$ cat config.mk
export PLATFORM = sky130hd
export DESIGN_NAME = pwm5_modulator
export DESIGN_NICKNAME = d
export VERILOG_FILES = /design/src/rtl/pwm5_pkg.sv /design/src/rtl/pwm5_carrier_gen.sv /design/src/rtl/pwm5_carrier_map.sv /design/src/rtl/pwm5_cmp_bank.sv /design/src/rtl/pwm5_modulator.sv
export SDC_FILE = /design/constraint.sdc
export NUM_CORES = 1
export LEC_CHECK = 0
export CAP_MARGIN = 20
export CORE_MARGIN = 2
export CORE_UTILIZATION = 70
export DETAILED_ROUTE_END_ITERATION = 12
export PLACE_DENSITY = 0.85
export SYNTH_ARGS = -nofsm -noshare
export SYNTH_HDL_FRONTEND = slang
export SYNTH_SLANG_ARGS = --single-unit
$ cat constraint.sdc
create_clock -name clk -period 20.1 [get_ports clk]
set_clock_uncertainty 0.2 [all_clocks]
set_input_delay 2.01 -clock clk [delete_from_list [all_inputs] [get_ports clk]]
set_output_delay 2.01 -clock clk [all_outputs]
set_load 0.03 [all_outputs]
$ cat src/rtl/pwm5_pkg.sv
package pwm5_pkg;
  typedef enum logic [1:0] {
    CM_STACK_SAME = 2'b00,
    CM_STACK_OPP  = 2'b01,
    CM_STACK_ALT  = 2'b10,
    CM_SHIFT_PAIR = 2'b11
  } car_mode_e;

  localparam int NCMP = 4;
  localparam logic [NCMP-1:0] CMP_RST = 4'b0011;
endpackage

$ cat src/rtl/pwm5_carrier_gen.sv
module pwm5_carrier_gen
  import pwm5_pkg::*;
#(
  parameter int CW = 12
) (
  input  logic          clk,
  input  logic          rst,
  input  logic [CW-1:0] half_per_i,
  input  logic [1:0]    mode_i,
  output logic [CW:0]   ph_o,
  output logic [CW-1:0] per_o,
  output car_mode_e     mode_o,
  output logic          wrap_o
);
  logic [CW:0]   ph_q;
  logic [CW-1:0] per_q;
  car_mode_e     mode_q;
  logic [CW+1:0] ph_inc;
  logic [CW+1:0] lim;

  assign ph_inc = {1'b0, ph_q} + (CW+2)'(1);
  assign lim    = {1'b0, per_q, 1'b0};
  assign wrap_o = (ph_inc >= lim);

  always_ff @(posedge clk) begin
    if (rst) begin
      ph_q   <= '0;
      per_q  <= half_per_i;
      mode_q <= car_mode_e'(mode_i);
    end else if (wrap_o) begin
      ph_q   <= '0;
      per_q  <= half_per_i;
      mode_q <= car_mode_e'(mode_i);
    end else begin
      ph_q   <= ph_inc[CW:0];
    end
  end

  assign ph_o   = ph_q;
  assign per_o  = per_q;
  assign mode_o = mode_q;
endmodule

$ cat src/rtl/pwm5_carrier_map.sv
module pwm5_carrier_map
  import pwm5_pkg::*;
#(
  parameter int CW = 12,
  parameter int EW = CW + 4
) (
  input  logic [CW:0]          ph_i,
  input  logic [CW-1:0]        per_i,
  input  car_mode_e            mode_i,
  output logic signed [EW-1:0] car_o [NCMP]
);
  logic [CW:0]   p2;
  logic [CW:0]   half;
  logic [CW+1:0] ph_sh;
  logic [CW:0]   ph_b;
  logic [CW:0]   t_a;
  logic [CW:0]   t_b;

  function automatic logic [CW:0] fold(input logic [CW:0] p,
                                       input logic [CW:0] h,
                                       input logic [CW:0] full);
    return (p <= h) ? p : (full - p);
  endfunction

  assign p2    = {per_i, 1'b0};
  assign half  = {1'b0, per_i};
  assign ph_sh = {1'b0, ph_i} + (CW+2)'(per_i >> 1);
  assign ph_b  = (ph_sh >= {1'b0, p2}) ? (CW+1)'(ph_sh - {1'b0, p2})
                                       : (CW+1)'(ph_sh);
  assign t_a   = fold(ph_i, half, p2);
  assign t_b   = fold(ph_b, half, p2);

  logic signed [EW-1:0] tv, tvb, pv, iv, two_p, pair_a, pair_b;
  assign tv     = signed'(EW'(t_a));
  assign tvb    = signed'(EW'(t_b));
  assign pv     = signed'(EW'(per_i));
  assign iv     = pv - tv;
  assign two_p  = pv <<< 1;
  assign pair_a = (tv <<< 2) - two_p;
  assign pair_b = (tvb <<< 2) - two_p;

  for (genvar k = 0; k < NCMP; k++) begin : g_car
    localparam logic signed [EW-1:0] OFS = EW'(k - 2);
    localparam bit UP_OPP  = (k >= 2);
    localparam bit UP_ALT  = ((k % 2) == 0);
    localparam bit USE_B   = (k == 1) || (k == 2);
    localparam bit NEGATE  = (k < 2);
    logic signed [EW-1:0] base;
    logic signed [EW-1:0] pair;
    assign base = OFS * pv;
    assign pair = USE_B ? pair_b : pair_a;

    always_comb begin
      unique case (mode_i)
        CM_STACK_SAME: car_o[k] = base + tv;
        CM_STACK_OPP:  car_o[k] = base + (UP_OPP ? tv : iv);
        CM_STACK_ALT:  car_o[k] = base + (UP_ALT ? tv : iv);
        default:       car_o[k] = NEGATE ? -pair : pair;
      endcase
    end
  end
endmodule

$ cat src/rtl/pwm5_cmp_bank.sv
module pwm5_cmp_bank #(
  parameter int XW = 17,
  parameter int N  = 4,
  parameter logic [N-1:0] RST_Q = '0
) (
  input  logic                 clk,
  input  logic                 rst,
  input  logic signed [XW-1:0] ref_i,
  input  logic signed [XW-1:0] car_i [N],
  output logic [N-1:0]         q_o
);
  for (genvar k = 0; k < N; k++) begin : g_cmp
    always_ff @(posedge clk) begin
      if (rst) begin
        q_o[k] <= RST_Q[k];
      end else if (ref_i > car_i[k]) begin
        q_o[k] <= 1'b1;
      end else if (ref_i < car_i[k]) begin
        q_o[k] <= 1'b0;
      end
    end
  end
endmodule

$ cat src/rtl/pwm5_modulator.sv
module pwm5_modulator
  import pwm5_pkg::*;
#(
  parameter int RW = 16,
  parameter int CW = 12
) (
  input  logic                 clk,
  input  logic                 rst,
  input  logic signed [RW-1:0] ref_i,
  input  logic [1:0]           mode_i,
  input  logic [CW-1:0]        half_per_i,
  output logic [7:0]           gate_o
);
  localparam int EW = CW + 4;
  localparam int XW = ((RW > EW) ? RW : EW) + 1;

  logic [CW:0]          ph_w;
  logic [CW-1:0]        per_w;
  car_mode_e            mode_w;
  logic                 wrap_w;
  logic signed [EW-1:0] car_w [NCMP];
  logic signed [XW-1:0] car_x [NCMP];
  logic signed [XW-1:0] ref_x;
  logic [NCMP-1:0]      q_w;

  pwm5_carrier_gen #(.CW(CW)) gen_i (
    .clk(clk), .rst(rst), .half_per_i(half_per_i), .mode_i(mode_i),
    .ph_o(ph_w), .per_o(per_w), .mode_o(mode_w), .wrap_o(wrap_w)
  );

  pwm5_carrier_map #(.CW(CW), .EW(EW)) map_i (
    .ph_i(ph_w), .per_i(per_w), .mode_i(mode_w), .car_o(car_w)
  );

  assign ref_x = XW'(ref_i);
  for (genvar k = 0; k < NCMP; k++) begin : g_ext
    assign car_x[k] = XW'(car_w[k]);
  end

  pwm5_cmp_bank #(.XW(XW), .N(NCMP), .RST_Q(CMP_RST)) cmp_i (
    .clk(clk), .rst(rst), .ref_i(ref_x), .car_i(car_x), .q_o(q_w)
  );

  logic leg_a1, leg_a2, leg_b1, leg_b2;
  assign leg_a1 = q_w[3];
  assign leg_a2 = ~q_w[0];
  assign leg_b1 = q_w[2];
  assign leg_b2 = ~q_w[1];

  assign gate_o = {~leg_b2, leg_b2, ~leg_b1, leg_b1,
                   ~leg_a2, leg_a2, ~leg_a1, leg_a1};
endmodule

==> impl_metrics.toml <==
[status]
outcome = "finished, final reports clean"

[synth]
yosysTopAreaCell = "ha_1"
async_flop_share_pct = 0
syn-cell-area_mm2 = 0.0119
seq_area_frac_synth_pct = 6.40
syn_nets = 1844
yosysTopAreaCellShare_pct = 25.1
syn_avg_cell_area_um2 = 7.62
synth_cells = 1561
synth.distinct_cells = 88
synth_flop_cell = "dfxtp_1"
synth_edf_count = 14
yosys-top-cells-area = "ha_1 25%, xnor2_1 7.7%, a21oi_1 4.3%"
yosysWarnings = 0
ys_ff_latch = 31

[timing]
layout_min_cycle_time_ns = 10.80
finalSetupTns_ns = 0
min_period_over_period_pct = 53.7
slew_headroom_pct = 12.7
drv_slew = 0
worstMarginPinSlew_ns = 1.29
finalWorstSetupSlack_ns = 9.30
finalSetupViolCount = 0
hold_viol = 0
max_freq_ghz = 0.0926
rsz0062_at_grt = "no"

[min_path]
hp-class = "flop to flop"

[grt]
grt_max_degree = 50
grt_pass1_vias = 11200
overflow = 0
grt_pass1_wl_um = 57800
grt_use_total_pct = 41.0
antenna_found_initial = 0

[pwr]
power_density_mw_per_mm2 = 75.4
power.leakage_nw = 5.86
peakVddDrop_mv = 0.0495
finalPower_uw = 953

[worst_setup_path]
slowest_stage = "edfxtp_1"
slowest_delay_ns = 0.65
end_kind = "flop"
crit_path_start_kind = "flop"
crit_family = "compound AO/OA/AOI/OAI gates"
worstSetupPathType = "flop to flop"
worstPathRequired_ns = 20.08
crit_path_max_fanout = 23
crit_arrival_ns = 10.78
worst-path-buf-inv = 1

[detailed_routing]
drt-pass1-iter-count = 6
dr_total_vias = 12000
drt_iter0_markers = 1146
totalWireLength_um = 37100
vias_per_cell = 6.68
drtAntennaViolNets = 0
drc = 0
wl_per_cell_um = 20.6

[cts]
clockBufferDepth = 2
postCtsSetupRepairBufs = 0
path_clk_slew_ns = 0.08
ctsHoldBuffers = 0
cts_num_sinks = 31
cts-root-buf = "clkbuf_16"
clkLatencyLatePin_ns = 0.31
cts_tree = "built"
cts_resized = 0
numCtsBuffers = 5
h-tree-depth = 2

[flow_run]
drv_cap = 0

[layout]
regArea_um2 = 761
antenna_cells = 0
drive_above_1_share_pct = 3.79
multi_input_area_mm2 = 0.0105
nFillCells = 1338
most-common-layout-cells = "238 x ha_1, 118 x inv_1, 118 x nor2_1"
nets = 1866
final_common_cell = "ha_1"
syn_to_final_growth_pct = 6.32

[placed_design]
io_buffers = 39
dpl_worst_slack_ns = 9.50
routabilityCongestion = 0.975
hpwl_um = 30200

[die]
io_pins = 40
fp.dieH_um = 134
row_count = 47
start_util_pct = 71.7
design.die.area_mm2 = 0.0180
die_w_um = 134
coreArea_mm2 = 0.0166
## synth_stat cells, drive strengths merged, types with 37 or more instances
master,number
nor2b,37
a21oi,103
o21ai,90
nand3,47
o21a,57
xor2,38
inv,118
ha,239
xnor2,105
a21o,46
nor2,119
nor3,55
nand2,100
## kinds of logic after synthesis
family	count (synthesis)	synth area share, %
simple gates	480	20.5
buf+inv	156	5.12
xor+xnor	146	11.2
flops	31	6.40
mux	35	3.04
compound gates	462	26.6
fa+ha+maj	251	27.2
## report_power, final
part	internal, mW	switching [mW]
logic	0.336	0.451
registers	0.0718	0.0121
clock network	0.0459	0.0364
## stage by stage
stage	util, %	instances	hold WS [ns]	instance area (um2)
6_report	76.2	1804	0.480	12600
5_1_grt	76.2	1804	0.535	12600
4_1_cts	76.2	1803	0.477	12600
3_5_place_dp	75.3	1795	0.460	12500
3_3_place_gp	75.3	1795	0.442	12500
2_1_floorplan	-	1561	0.437	11900
## metal layers
layer	share of wire (%)	track usage [%]	wire, um	vias to the layer above
li1	-	-	-	5791
met1	42	53.7	15500	5556
met2	43	64.9	15900	586
met3	9.3	6.27	3440	111
met4	6.1	21.7	2280	0
met5	0	0	0	-
## area by class of cell
| type | count | share of cell area [%] |
|---|---|---|
| clock inverters | 2 | 0.0990 |
| flip-flops and latches | 31 | 6.02 |
| repair buffers | 52 | 3.90 |
| clock buffers | 6 | 1.02 |
| multi-input cells | 1374 | 83.3 |
| well taps | 220 | 2.18 |
| inverters | 119 | 3.53 |
## worst paths after layout
check	startpoint	endpoint	slack, ns	cells after the start
worst min register to register	cmp_i.q_o[0]	cmp_i.q_o[0]	0.48	4
worst max-delay path	gen_i.per_o[1]	cmp_i.q_o[1]	9.30	43
worst min-delay path	cmp_i.q_o[0]	cmp_i.q_o[0]	0.48	4
worst max register to register	gen_i.per_o[1]	cmp_i.q_o[1]	9.30	43
## registers in the layout (all words and copies together) (netlist names)
signal and count:
cmp_i.q_o 4, gen_i.mode_o 2, gen_i.per_o 12, gen_i.ph_o 13
## worst min-delay path, delay by kind of cell (launching register included)
family | cells | cell delay (ns)
flops | 1 | 0.34
compound gates | 2 | 0.18
simple gates | 1 | 0.07
buf+inv | 1 | 0.06
Note: power is estimated with default switching activity, not from simulation.
